`src/rtl/dep_pkg.sv`:
```
package dep_pkg;

    localparam int DEF_ADDR_W     = 32;
    localparam int DEF_NUM_CORES  = 16;
    localparam int DEF_CNT_W      = 32;
    localparam int DEF_PAYLOAD_W  = 16;
    localparam int DEF_LINE_BYTES = 64;

    typedef enum logic [2:0] {
        ST_IDLE    = 3'd0,
        ST_RD_REQ  = 3'd1,
        ST_RD_WAIT = 3'd2,
        ST_DELIVER = 3'd3,
        ST_PUBLISH = 3'd4
    } dep_state_e;

    // target selector for the two table addresses the block forms
    typedef enum logic {
        TGT_PEER = 1'b0,
        TGT_SELF = 1'b1
    } dep_tgt_e;

    function automatic logic state_uses_mem(input dep_state_e s);
        return (s == ST_RD_REQ) || (s == ST_PUBLISH);
    endfunction

endpackage

```
`src/rtl/dep_base_reg.sv`:
```
module dep_base_reg #(
    parameter int ADDR_W     = 32,
    parameter int LINE_SHIFT = 6
) (
    input  logic              clk,
    input  logic              rst,
    input  logic              base_we,
    input  logic [ADDR_W-1:0] base_wdata,
    output logic [ADDR_W-1:0] base_q
);
    localparam logic [ADDR_W-1:0] LOW_MASK = ADDR_W'((64'd1 << LINE_SHIFT) - 64'd1);

    always_ff @(posedge clk) begin
        if (rst) begin
            base_q <= '0;
        end else if (base_we) begin
            base_q <= base_wdata & ~LOW_MASK;
        end
    end
endmodule

```
`src/rtl/dep_addr_gen.sv`:
```
module dep_addr_gen #(
    parameter int ADDR_W     = 32,
    parameter int CORE_W     = 4,
    parameter int LINE_SHIFT = 6
) (
    input  logic [ADDR_W-1:0] base,
    input  logic [CORE_W-1:0] core_idx,
    output logic [ADDR_W-1:0] entry_addr
);
    logic [ADDR_W-1:0] idx_wide;

    always_comb begin
        idx_wide   = ADDR_W'(core_idx);
        entry_addr = base + (idx_wide << LINE_SHIFT);
    end
endmodule

```
`src/rtl/dep_cmp.sv`:
```
module dep_cmp #(
    parameter int CNT_W = 32
) (
    input  logic [CNT_W-1:0] progress,
    input  logic [CNT_W-1:0] need,
    output logic             satisfied
);
    always_comb begin
        satisfied = (progress > need);
    end
endmodule

```
`src/rtl/dep_seq_ctrl.sv`:
```
module dep_seq_ctrl
    import dep_pkg::*;
#(
    parameter int CORE_W    = 4,
    parameter int CNT_W     = 32,
    parameter int PAYLOAD_W = 16
) (
    input  logic                 clk,
    input  logic                 rst,
    input  logic                 rec_valid,
    output logic                 rec_ready,
    input  logic                 rec_has_arc,
    input  logic [CORE_W-1:0]    rec_arc_core,
    input  logic [CNT_W-1:0]     rec_arc_count,
    input  logic [CNT_W-1:0]     rec_seq,
    input  logic [PAYLOAD_W-1:0] rec_payload,
    output logic                 dlv_valid,
    input  logic                 dlv_ready,
    output logic [PAYLOAD_W-1:0] dlv_payload,
    output logic                 mem_req,
    output dep_tgt_e             mem_tgt,
    output logic [CNT_W-1:0]     mem_wdata,
    input  logic                 mem_gnt,
    input  logic                 mem_rvalid,
    input  logic                 progress_ok,
    output logic [CORE_W-1:0]    arc_core,
    output logic [CNT_W-1:0]     arc_need
);
    dep_state_e state_q, state_d;

    logic [CORE_W-1:0]    hold_core_q;
    logic [CNT_W-1:0]     hold_need_q;
    logic [CNT_W-1:0]     hold_seq_q;
    logic [PAYLOAD_W-1:0] hold_pay_q;

    logic accept;

    always_comb begin
        accept  = (state_q == ST_IDLE) && rec_valid;
        state_d = state_q;
        unique case (state_q)
            ST_IDLE:    if (rec_valid)  state_d = rec_has_arc ? ST_RD_REQ : ST_DELIVER;
            ST_RD_REQ:  if (mem_gnt)    state_d = ST_RD_WAIT;
            ST_RD_WAIT: if (mem_rvalid) state_d = progress_ok ? ST_DELIVER : ST_RD_REQ;
            ST_DELIVER: if (dlv_ready)  state_d = ST_PUBLISH;
            ST_PUBLISH: if (mem_gnt)    state_d = ST_IDLE;
            default:                    state_d = ST_IDLE;
        endcase
    end

    always_ff @(posedge clk) begin
        if (rst) begin
            state_q     <= ST_IDLE;
            hold_core_q <= '0;
            hold_need_q <= '0;
            hold_seq_q  <= '0;
            hold_pay_q  <= '0;
        end else begin
            state_q <= state_d;
            if (accept) begin
                hold_core_q <= rec_arc_core;
                hold_need_q <= rec_arc_count;
                hold_seq_q  <= rec_seq;
                hold_pay_q  <= rec_payload;
            end
        end
    end

    always_comb begin
        rec_ready   = (state_q == ST_IDLE);
        dlv_valid   = (state_q == ST_DELIVER);
        dlv_payload = hold_pay_q;
        mem_req     = state_uses_mem(state_q);
        mem_tgt     = (state_q == ST_PUBLISH) ? TGT_SELF : TGT_PEER;
        mem_wdata   = hold_seq_q;
        arc_core    = hold_core_q;
        arc_need    = hold_need_q;
    end
endmodule

```
`src/rtl/dep_enforce_unit.sv`:
```
module dep_enforce_unit
    import dep_pkg::*;
#(
    parameter int ADDR_W     = DEF_ADDR_W,
    parameter int NUM_CORES  = DEF_NUM_CORES,
    parameter int CNT_W      = DEF_CNT_W,
    parameter int PAYLOAD_W  = DEF_PAYLOAD_W,
    parameter int LINE_BYTES = DEF_LINE_BYTES,
    localparam int CORE_W     = $clog2(NUM_CORES),
    localparam int LINE_SHIFT = $clog2(LINE_BYTES)
) (
    input  logic                 clk,
    input  logic                 rst,
    input  logic                 base_we,
    input  logic [ADDR_W-1:0]    base_wdata,
    input  logic [CORE_W-1:0]    self_idx,
    input  logic                 rec_valid,
    output logic                 rec_ready,
    input  logic                 rec_has_arc,
    input  logic [CORE_W-1:0]    rec_arc_core,
    input  logic [CNT_W-1:0]     rec_arc_count,
    input  logic [CNT_W-1:0]     rec_seq,
    input  logic [PAYLOAD_W-1:0] rec_payload,
    output logic                 dlv_valid,
    input  logic                 dlv_ready,
    output logic [PAYLOAD_W-1:0] dlv_payload,
    output logic                 mem_req,
    output logic                 mem_we,
    output logic [ADDR_W-1:0]    mem_addr,
    output logic [CNT_W-1:0]     mem_wdata,
    input  logic                 mem_gnt,
    input  logic                 mem_rvalid,
    input  logic [CNT_W-1:0]     mem_rdata
);
    localparam int NUM_TGT = 2;

    logic [ADDR_W-1:0] base_q;
    logic [CORE_W-1:0] arc_core;
    logic [CNT_W-1:0]  arc_need;
    logic              progress_ok;
    dep_tgt_e          mem_tgt;

    logic [CORE_W-1:0] tgt_core [NUM_TGT];
    logic [ADDR_W-1:0] tgt_addr [NUM_TGT];

    dep_base_reg #(
        .ADDR_W     (ADDR_W),
        .LINE_SHIFT (LINE_SHIFT)
    ) u_base (
        .clk        (clk),
        .rst        (rst),
        .base_we    (base_we),
        .base_wdata (base_wdata),
        .base_q     (base_q)
    );

    assign tgt_core[TGT_PEER] = arc_core;
    assign tgt_core[TGT_SELF] = self_idx;

    for (genvar g = 0; g < NUM_TGT; g++) begin : g_tgt
        dep_addr_gen #(
            .ADDR_W     (ADDR_W),
            .CORE_W     (CORE_W),
            .LINE_SHIFT (LINE_SHIFT)
        ) u_addr (
            .base       (base_q),
            .core_idx   (tgt_core[g]),
            .entry_addr (tgt_addr[g])
        );
    end

    dep_cmp #(
        .CNT_W     (CNT_W)
    ) u_cmp (
        .progress  (mem_rdata),
        .need      (arc_need),
        .satisfied (progress_ok)
    );

    dep_seq_ctrl #(
        .CORE_W        (CORE_W),
        .CNT_W         (CNT_W),
        .PAYLOAD_W     (PAYLOAD_W)
    ) u_ctrl (
        .clk           (clk),
        .rst           (rst),
        .rec_valid     (rec_valid),
        .rec_ready     (rec_ready),
        .rec_has_arc   (rec_has_arc),
        .rec_arc_core  (rec_arc_core),
        .rec_arc_count (rec_arc_count),
        .rec_seq       (rec_seq),
        .rec_payload   (rec_payload),
        .dlv_valid     (dlv_valid),
        .dlv_ready     (dlv_ready),
        .dlv_payload   (dlv_payload),
        .mem_req       (mem_req),
        .mem_tgt       (mem_tgt),
        .mem_wdata     (mem_wdata),
        .mem_gnt       (mem_gnt),
        .mem_rvalid    (mem_rvalid),
        .progress_ok   (progress_ok),
        .arc_core      (arc_core),
        .arc_need      (arc_need)
    );

    always_comb begin
        mem_we   = (mem_tgt == TGT_SELF);
        mem_addr = tgt_addr[mem_tgt];
    end
endmodule

```
`config.mk`:
```
export PLATFORM = sky130hd
export DESIGN_NAME = dep_enforce_unit
export DESIGN_NICKNAME = d
export VERILOG_FILES = /design/src/rtl/dep_pkg.sv /design/src/rtl/dep_base_reg.sv /design/src/rtl/dep_addr_gen.sv /design/src/rtl/dep_cmp.sv /design/src/rtl/dep_seq_ctrl.sv /design/src/rtl/dep_enforce_unit.sv
export SDC_FILE = /design/constraint.sdc
export NUM_CORES = 1
export LEC_CHECK = 0
export ABC_AREA = 1
export CAP_MARGIN = 20
export CORE_UTILIZATION = 43
export DETAILED_ROUTE_END_ITERATION = 7
export PLACE_DENSITY_LB_ADDON = 0.08
export REMOVE_ABC_BUFFERS = 1
export SLEW_MARGIN = 20
export SYNTH_ARGS = -nofsm -noshare
export SYNTH_HDL_FRONTEND = slang
export SYNTH_SLANG_ARGS = --single-unit
```
`constraint.sdc`:
```
create_clock -name clk -period 3.25 [get_ports clk]
set_input_delay 0.4875 -clock clk [delete_from_list [all_inputs] [get_ports clk]]
set_output_delay 0.4875 -clock clk [all_outputs]
set_load 0.01 [all_outputs]
```
==> reports/summary.txt, run 1 <==
Synthesis Warnings: 0
CP Cell Sequence: nor3_4 > buf_4 > o21ai_1 > ha_1 > a21oi_1 > nand2_2 > nand2_1 > a21oi_2 > nand2_2 > nor2_4 > nand2_2 > nor2_4 > buf_4 > xor2_1 > buf_2
compound-cell area share of the yosys netlist: 16.5%
clk buf depth: 2
Worst Path Arrival: 2.89 ns
crit path buf inv count: 3
post-synthesis mux area share: 0%
Worst Path Max Fanout: 5
Pins Over Slew Limit: 0
Static Leak: 0.00365 uW
CP delay by family, top: simple AND/OR/NAND/NOR gates
clk_lat worst skew: 0.42 ns
Core Area: 12800 um2
slowest CP cell: ha_1
Syn Inst Count: 741
grt ovf: 0
IO Count: 244
CTS tree: done
setup TNS: -1.14 ns
Largest stage delay, worst path: 0.36 ns
Num CTS Buffers: 17
hpwl dp: 11700 um
critical path launch point type: flop
CP Capture Type: primary output
CTS root buf: clkbuf_16
final non-filler cell total: 1171
initial core utilization: 44.5%
Die ar.: 13700 um2
initial antenna violation count: 0
Residual DRC: 0
post-route minimum period: 3.38 ns
Pwr Density: 639 nW/um2
Critical Path RT: 2.76 ns
vias in the first global route: 5765
Worst slew margin: 43.5%
post-route ant nets: 0
register area share after synthesis: 39.8%
layout cell share with drive strength beyond 1: 14.9%
Antenna diodes: 0
most used cell, CP: nand2_2
worst hold slack: 0.462 ns
first-pass GRT wire length: 26400 um
final WL: 16900 um
Synth Area in Simple Gates: 23.0%
First DRT Iteration DRCs: 361
IO Port Bufs: 231
Pwr Total: 5730 uW
CTS clock-pin slew for the worst setup and hold paths: 0.06 ns
Slew @ Worst Pin: 0.847 ns
GRT Total Usage: 24.9%
Hold Vio Cnt, Final: 0
pre-CTS WS: -0.596 ns
drt wl/cell: 14.4 um
register bit total from synthesis: 113
failing checks: setup timing
placed insts: 1126
DIE HEIGHT: 117 um
RSZ-0062 raised after global routing: yes
Die X: 117 um
First-pass DRT Iterations: 5
pin count of the biggest net entering global routing: 72
Hold Crit Class: flop to flop
outcome: complete, but fails checks
post-synth cell types: 32
adder-cell area share of the yosys netlist: 8.27%
Final setup viols: 18
Vias: 5815
final period utilization: 104%
fin nets: 1183
mapped cell area: 5690 um2
Synth Area in XOR/XNOR: 3.70%
main combinational cell family by area after synthesis: simple AND/OR/NAND/NOR gates
RePlAce Congestion: 0.846
Max Cap Viol: 0
maximum VDD drop: 0.394 mV
CTS Sinks: 113
post-route setup slack: -0.130 ns
Avg Cell Area, Syn: 7.67 um2
# rows: 41
CTS H-Tree Depth: 4
Crit Path Category: flop to primary output
FMAX: 0.296 GHz
skew final: 0.0154 ns
area grow syn2layout: 57.6%
Vias/cell: 4.97
==> worst paths after layout <==
check	to	cells past startpoint	from	slack, ns
worst max register to register	u_ctrl.mem_wdata[12]$_SDFFE_PP0P_	6	u_ctrl.state_q[2]$_SDFFE_PP0P_	1.32
worst min register to register	u_ctrl.mem_wdata[8]$_SDFFE_PP0P_	2	u_ctrl.mem_wdata[8]$_SDFFE_PP0P_	0.46
worst min-delay path	u_ctrl.mem_wdata[8]$_SDFFE_PP0P_	2	u_ctrl.mem_wdata[8]$_SDFFE_PP0P_	0.46
worst max-delay path	mem_addr[19]	15	u_ctrl.state_q[0]$_SDFFE_PP0P_	-0.13
==> logic make-up (layout without fill, tap and decap cells) <==
logic type | count (synthesis) | count (layout)
buffers and inverters | 122 | 375
DFF | 113 | 113
other | 1 | 6
AOI/OAI and AO/OA | 140 | 140
xor gates and xnor gates | 24 | 24
and+or+nand+nor | 304 | 304
adders and majority gates | 37 | 37
==> sequential cells by signal, summed over array words and instances, names as in the netlist <==
register	count
u_base.base_q	26
u_ctrl.arc_core	4
u_ctrl.arc_need	32
u_ctrl.dlv_payload	16
u_ctrl.mem_wdata	32
u_ctrl.state_q	3
==> placed cells by master, fill, tap and decap left out, types with 5 or more instances in the layout <==
master	Yosys	routed
clkdlybuf4s50_1	0	205
a21oi_1	80	80
nor3_1	9	8
a211oi_2	21	21
nand4_1	7	7
a211oi_1	27	27
buf_4	8	36
dfxtp_1	113	110
xnor2_1	6	5
inv_1	72	68
xor2_1	18	17
nand2_2	3	6
nand2_1	147	143
ha_1	36	34
nand3_1	58	55
conb_1	1	6
nor3_4	2	5
clkbuf_16	0	17
inv_2	2	6
nor2_1	70	69
clkinvlp_4	0	5
buf_2	2	18
==> routing by layer <==
metal	part of all wire (%)	GRT usage, %	wire length, um	up-vias
met5	0	0	0	-
met4	1.3	8.02	213	0
met3	8.2	9.06	1390	19
met2	50	44.6	8420	201
met1	41	27.2	6840	2660
li1	-	-	-	2935
==> final cells by class <==
class                      instances  area (um2)
clock buffer                      19         453
multi-input combinational        511        3070
clock inverter                    13         160
sequential                       113        2270
tap                              172         215
inverter                          74         278
fill                            1008        3810
timing repair buffer             269        2520
==> cells in the mapped netlist <==
cell        n  area, um2
dfxtp_1   113       2260
xor2_1     18        158
or2_1       1       6.26
conb_1      1       3.75
inv_2       2       7.51
fa_1        1       20.0
ha_1       36        450
a21o_1      2       15.0
a31oi_1     1       6.26
o21ai_0     6       30.0
o21a_1      1       7.51
nor2_4      1       11.3
buf_4       8       60.1
nand2_1   147        552
nand4_1     7       43.8
nor2_2      2       12.5
a22oi_1     1       7.51
nor4_1      2       12.5
nand3_1    58        290
buf_2       2       10.0
inv_1      72        270
clkbuf_1   38        143
nor3_4      2       32.5
nand2_2     3       18.8
nor3_2      2       20.0
a211oi_1   27        203
nor2_1     70        263
a21oi_2     1       8.76
a21oi_1    80        400
xnor2_1     6       52.6
nor3_1      9       45.0
a211oi_2   21        263
==> where the power goes <==
part	internal (uW)	switching, uW
sequential	1680	123
clock	1240	675
combinational	935	1080
==> repair_timing <==
action | CTS | global route
setup buffers | 10 | 5
gates resized for setup | 105 | 10
hold endpoints to repair | 0 | 0
cloned | 0 | 0
endpoints found under the setup margin | 23 | 23
pin swaps | 18 | 15
hold buffers | 0 | 0
==> per-stage QoR <==
step / instance area (um2) / util, %
after floorplan: 5490 / -
after global placement: 8220 / 64.3
after detailed placement: 8220 / 64.3
after CTS: 8910 / 69.7
after global routing: 8960 / 70.2
final: 8960 / 70.2
==> worst register-to-register path, delay by kind of cell (launching register included) <==
kind                   cells  cell delay [ns]
DFF                        1             0.32
AOI/OAI and AO/OA          1             0.07
buffers and inverters      2             0.58
and+or+nand+nor            3             0.82
Power figures use the tool's default switching activity.
==> run 2, diff against run 1 <==
--- a/config.mk
+++ b/config.mk
@@ -7,7 +7,7 @@
 export LEC_CHECK = 0
 export ABC_AREA = 1
 export CAP_MARGIN = 20
-export CORE_UTILIZATION = 43
+export CORE_UTILIZATION = 39
 export DETAILED_ROUTE_END_ITERATION = 7
 export PLACE_DENSITY_LB_ADDON = 0.08
 export REMOVE_ABC_BUFFERS = 1
==> constraint.sdc (replaced) <==
create_clock -name clk -period 2.8 [get_ports clk]
set_input_delay 0.42 -clock clk [delete_from_list [all_inputs] [get_ports clk]]
set_output_delay 0.42 -clock clk [all_outputs]
set_load 0.01 [all_outputs]
==> run 2 against run 1 <==
Compared with the run above:
- the flow still finishes with violations (setup timing)
- largest power group unchanged
- register-to-register slack worse by 0.49 ns
- combinational power up 22%
- critical path type unchanged
- sequential power up 17%
- largest cell class unchanged
==> reports/summary.txt, run 2 (synthesis gave the netlist of run 1 again) <==
outcome: complete, but fails checks
failing checks: setup timing
skew final: 0.0141 ns (-0.00132 ns)
drt wl/cell: 14.9 um (+3.7%)
clk buf depth: 2 (unchanged)
CP delay by family, top: simple AND/OR/NAND/NOR gates
Static Leak: 0.00375 uW (+2.9%)
area grow syn2layout: 61.4%
Core Area: 14000 um2 (+9.9%)
RSZ-0062 raised after global routing: yes
Multi-input gate area: 3140 um2 (+2.3%)
CTS Sinks: 113 (unchanged)
grt ovf: 0 (unchanged)
Die ar.: 15100 um2 (+10%)
final WL: 17800 um (+5.3%)
clk_lat worst skew: 0.42 ns (about the same)
GRT Total Usage: 23.6% (-1.3 points)
CP Capture Type: primary output
Max Cap Viol: 0 (unchanged)
Vias/cell: 4.94 (-0.46%)
cts hold-fix bufs: 0 (unchanged)
post-route setup slack: -0.637 ns (-0.507 ns)
Residual DRC: 0 (unchanged)
Hold Crit Class: flop to flop
CTS clock-pin slew for the worst setup and hold paths: 0.05 ns (about the same)
Final setup viols: 24 (+6)
CTS tree: done
Final Util: 65.3% (-4.8 points)
Pwr Density: 752 nW/um2 (+18%)
FMAX: 0.291 GHz
Hold Vio Cnt, Final: 0 (unchanged)
initial core utilization: 40.5% (-4.0 points)
Largest stage delay, worst path: 0.36 ns (about the same)
fin nets: 1194 (+0.93%)
most frequent cells in the layout: clkdlybuf4s50_1, nand2_1, dfxtp_1
DIE HEIGHT: 123 um (+4.9%)
vias in the first global route: 5958 (+3.3%)
IO Port Bufs: 231 (unchanged)
Worst slew margin: 52.8% (+9.3 points)
Num CTS Buffers: 17 (unchanged)
maximum VDD drop: 0.570 mV (+45%)
First DRT Iteration DRCs: 358 (-0.83%)
# rows: 43 (+4.9%)
register area: 2260 um2 (about the same)
Slew @ Worst Pin: 0.708 ns (-0.139 ns)
worst hold slack: 0.460 ns (-0.00179 ns)
First-pass DRT Iterations: 4 (-1)
Antenna diodes: 0 (unchanged)
Crit Path Category: flop to primary output
RePlAce Congestion: 0.838 (-1.0%)
CTS root buf: clkbuf_16
IO Count: 244 (unchanged)
post-route minimum period: 3.44 ns
Pwr Total: 6900 uW (+20%)
Vias: 5877 (+1.1%)
Critical Path RT: 2.38 ns (-0.38 ns)
CTS H-Tree Depth: 4 (unchanged)
hpwl dp: 12300 um (+4.3%)
pin count of the biggest net entering global routing: 69 (-4.2%)
post-route ant nets: 0 (unchanged)
Worst Path Max Fanout: 3 (-2)
crit path buf inv count: 4 (+1)
Pins Over Slew Limit: 0 (unchanged)
CP Cell Sequence: nor3_4 > nand2_1 > o21ai_2 > ha_2 > inv_2 > fa_2 > inv_2 > a31oi_4 > nor3_4 > nand2_4 > nor2_4 > nand2_2 > buf_6 > xor2_1 > buf_2
setup TNS: -11.43 ns (-10.29 ns)
first-pass GRT wire length: 27500 um (+4.5%)
final period utilization: 123%
# fillers: 1152 (+14%)
Worst Path Arrival: 3.02 ns (+0.13 ns)
slowest CP cell: fa_2
most common cell after layout, fill and taps aside: clkdlybuf4s50_1
initial antenna violation count: 0 (unchanged)
Die X: 123 um (+4.9%)
critical path launch point type: flop
layout cell share with drive strength beyond 1: 16.8% (+1.9 points)
## run 2: changes by cell type in the layout (fill, tap and decap cells not counted), sizes merged
| cell | delta |
|---|---|
| bufinv | +2 |
| inv | -1 |
| clkdlybuf4s50 | -1 |
| dlygate4sd2 | -2 |
| buf | +17 |
| clkinvlp | -3 |
| dlymetal6s2s | -1 |
| clkdlybuf4s15 | -1 |
## run 2: worst register-to-register path, stage by stage (launching register included)
cell and delay (ns):
dfxtp_2 0.32, buf_4 0.15, nor3_4 0.34, nand2_4 0.39
buf_12 0.36, a211oi_1 0.31
## run 2: path summary, 6_finish.rpt
path,from,to,slack [ns],cells after the start
max,u_ctrl.state_q[0]$_SDFFE_PP0P_,mem_addr[22],-0.64,15
min reg2reg,u_ctrl.mem_wdata[15]$_SDFFE_PP0P_,u_ctrl.mem_wdata[15]$_SDFFE_PP0P_,0.46,2
min,u_ctrl.mem_wdata[15]$_SDFFE_PP0P_,u_ctrl.mem_wdata[15]$_SDFFE_PP0P_,0.46,2
max reg2reg,u_ctrl.state_q[2]$_SDFFE_PP0P_,u_ctrl.arc_need[6]$_SDFFE_PP0P_,0.83,5
## run 2: stage by stage
| stage | cell area (um2) | setup WS [ns] | std cells |
|---|---|---|---|
| 6_report | 9180 | -0.637 | 1189 |
| 3_3_place_gp | 8280 | -0.857 | 1139 |
| 4_1_cts | 9030 | -0.636 | 1182 |
| 3_5_place_dp | 8280 | -0.945 | 1139 |
| 5_1_grt | 9180 | -0.769 | 1189 |
| 2_1_floorplan | 5490 | -0.563 | 698 |
## run 2: cell type report
cell class / instances / area share [%]
Multi-Input combinational cell: 511 / 34.2
Timing Repair Buffer: 280 / 28.6
Sequential cell: 113 / 24.7
Clock buffer: 20 / 4.98
Inverter: 74 / 3.05
Tap cell: 180 / 2.45
Clock inverter: 11 / 2.02
## run 2: layer usage
layer	vias up	track usage, %	wire (um)
met3	29	8.04	1450
met2	200	41.4	8780
li1	2947	-	-
met1	2701	26.0	7160
met4	0	9.38	377
met5	-	0	0
## run 2: timing repair
item                                    CTS  global route
hold endpoints to repair                  0             0
pin swaps                                32            20
gates resized for setup                 131            21
endpoints found under the setup margin   25            25
buffers inserted                         12             7
## run 2: power breakdown
part / switching, uW / internal (uW) / leakage [uW]
clock network: 742 / 1610 / 0.000312
logic: 1290 / 1150 / 0.00251
registers: 149 / 1950 / 0.000932
total: 2180 / 4710 / 0.00375
==> run 3, diff against run 2 <==
--- a/config.mk
+++ b/config.mk
@@ -9,7 +9,7 @@
 export CAP_MARGIN = 20
 export CORE_UTILIZATION = 39
 export DETAILED_ROUTE_END_ITERATION = 7
-export PLACE_DENSITY_LB_ADDON = 0.08
+export PLACE_DENSITY = 0.82
 export REMOVE_ABC_BUFFERS = 1
 export SLEW_MARGIN = 20
 export SYNTH_ARGS = -nofsm -noshare
==> run 3 against run 2 <==
Compared with the run above:
- the flow still finishes with violations (setup timing)
- sequential power hardly changed
- clock-buffer cell count is 3 lower
- first-iteration DRC count is 35% lower
- die area stayed put
- register-to-register slack better by 0.15 ns
- setup slack better by 0.23 ns
- clock power is 7% lower
- sequential cell count stayed put
- highest routed layer unchanged
- design area is 1.3% lower
- clock skew is 0.0052 ns lower
- largest power group unchanged
==> reports/summary.txt, run 3 (synthesis gave the netlist of run 1 again) <==
Max Cap Viol: 0 (unchanged)
clk buf depth: 2 (unchanged)
clk_lat worst skew: 0.41 ns (about the same)
CTS H-Tree Depth: 4 (unchanged)
initial core utilization: 40.5% (unchanged)
final period utilization: 114% (-8.3 points)
switch share: 33.7% (+2.0 points)
Worst Path Arrival: 2.78 ns (-0.24 ns)
layout cell share with drive strength beyond 1: 16.3% (-0.60 points)
final non-filler cell total: 1183 (-0.50%)
Slew @ Worst Pin: 0.573 ns (-0.135 ns)
hpwl dp: 11800 um (-3.9%)
GRT Total Usage: 22.0% (-1.6 points)
Residual DRC: 0 (unchanged)
Die X: 123 um (unchanged)
Largest stage delay, worst path: 0.33 ns (-0.03 ns)
sequential share of power: 31.4% (+1.0 points)
Hold Vio Cnt, Final: 0 (unchanged)
vias in the first global route: 5669 (-4.9%)
RePlAce Congestion: 0.859 (+2.5%)
Pwr Density: 734 nW/um2 (-2.4%)
Final Util: 64.5% (-0.86 points)
first-pass GRT wire length: 25700 um (-6.8%)
FMAX: 0.312 GHz (+7.2%)
drt wl/cell: 13.9 um (-7.1%)
IO Port Bufs: 231 (unchanged)
placed insts: 1139 (unchanged)
area grow syn2layout: 59.2%
Cell Int Power: 4410 uW (-6.5%)
clock share of power: 32.8% (-1.3 points)
Core Area: 14000 um2 (unchanged)
Pins Over Slew Limit: 0 (unchanged)
Gate power share: 35.7% (+0.2 points)
Antenna diodes: 0 (unchanged)
IO Count: 244 (unchanged)
critical path launch point type: flop
cts hold-fix bufs: 0 (unchanged)
CTS clock-pin slew for the worst setup and hold paths: 0.06 ns (about the same)
CP Cell Sequence: nor3_4 > buf_4 > buf_6 > o21ai_2 > ha_4 > nand3_1 > nand2_2 > nand2_1 > a21oi_2 > nand2_2 > nor2_4 > nand2_2 > nor2_4 > nand2_2 > xor2_1 > buf_2
worst hold slack: 0.456 ns (-0.00433 ns)
final WL: 16400 um (-7.5%)
skew final: 0.00888 ns (-0.00519 ns)
post-route minimum period: 3.20 ns (-0.232 ns)
Hold Crit Class: input port to flop
CP delay by family, top: simple AND/OR/NAND/NOR gates
Worst Path Max Fanout: 4 (+1)
maximum VDD drop: 0.566 mV (-0.73%)
slowest CP cell: dfxtp_2
grt ovf: 0 (unchanged)
Num CTS Buffers: 17 (unchanged)
CTS Sinks: 113 (unchanged)
CP Capture Type: primary output
First-pass DRT Iterations: 4 (unchanged)
Worst slew margin: 61.8% (+8.9 points)
post-route setup slack: -0.405 ns (+0.232 ns)
Die ar.: 15100 um2 (unchanged)
CTS root buf: clkbuf_16
fin nets: 1187 (-0.59%)
Critical Path RT: 2.38 ns (about the same)
failing checks: setup timing
Vias: 5763 (-1.9%)
most common cell after layout, fill and taps aside: clkdlybuf4s50_1
# rows: 43 (unchanged)
crit path buf inv count: 3 (-1)
Crit Path Category: flop to primary output
Vias/cell: 4.87 (-1.4%)
outcome: complete, but fails checks
most frequent cells in the layout: clkdlybuf4s50_1, nand2_1, dfxtp_1
DIE HEIGHT: 123 um (unchanged)
sw power: 2240 uW (+2.4%)
initial antenna violation count: 0 (unchanged)
Static Leak: 0.00370 uW (-1.5%)
Final setup viols: 22 (-8.3%)
post-route ant nets: 0 (unchanged)
RSZ-0062 raised after global routing: yes
First DRT Iteration DRCs: 232 (-35%)
CTS tree: done
most used cell, CP: nand2_2
pin count of the biggest net entering global routing: 82 (+19%)
[run 3: metal layers]
layer,wire [um],GRT usage [%]
met1,6730,24.6
met2,8070,37.7
met3,1150,6.51
met4,461,10.9
met5,0,0
[run 3: per-stage QoR]
| stage | area, um2 | setup WS, ns | setup TNS (ns) | power (uW) |
|---|---|---|---|---|
| finish | 9050 | -0.405 | -6.75 | 6650 |
| detailed placement | 8290 | -0.928 | -14.19 | 4460 |
| floorplan | 5490 | -0.563 | -39.66 | 3360 |
| CTS | 8930 | -0.574 | -9.21 | 6670 |
| global route | 9050 | -0.609 | -10.82 | 7060 |
| global placement | 8290 | -0.846 | -12.72 | 4410 |
[run 3: layout make-up]
class                           instances  area, um2
Multi-Input combinational cell        511       3110
Tap cell                              180        225
Inverter                               74        278
Sequential cell                       113       2260
Fill cell                            1197       4990
Clock buffer                           17        425
Clock inverter                         15        173
Timing Repair Buffer                  273       2580
[run 3: path summary, 6_finish.rpt]
kind	from	to	slack [ns]	cells after the start
min	rec_valid	u_ctrl.dlv_payload[2]$_SDFFE_PP0P_	0.46	3
max reg2reg	u_ctrl.state_q[2]$_SDFFE_PP0P_	u_ctrl.arc_need[30]$_SDFFE_PP0P_	0.98	7
max	u_ctrl.state_q[0]$_SDFFE_PP0P_	mem_addr[23]	-0.40	16
min reg2reg	u_ctrl.arc_need[0]$_SDFFE_PP0P_	u_ctrl.arc_need[0]$_SDFFE_PP0P_	0.46	2
[run 3: power by group through the flow]
stage               Sequential [uW]  Combinational, uW  Clock (uW)
detailed placement             2120               2340           0
global route                   2120               2640        2300
global placement               2100               2300           0
CTS                            2090               2360        2220
finish                         2090               2380        2180
floorplan                      2180               1180           0
[run 3: worst register-to-register path: cells and delay by family (launching register included)]
family                 cells  cell delay [ns]
AO/OA/AOI/OAI              1             0.04
buffers and inverters      3             0.72
AND/OR/NAND/NOR            3             0.60
flip-flops                 1             0.32
[run 3: repair_timing]
| action | in CTS | in global routing |
|---|---|---|
| pin swaps | 18 | 19 |
| gates resized for setup | 123 | 23 |
| setup endpoints to repair | 25 | 25 |
| buffers inserted | 9 | 6 |
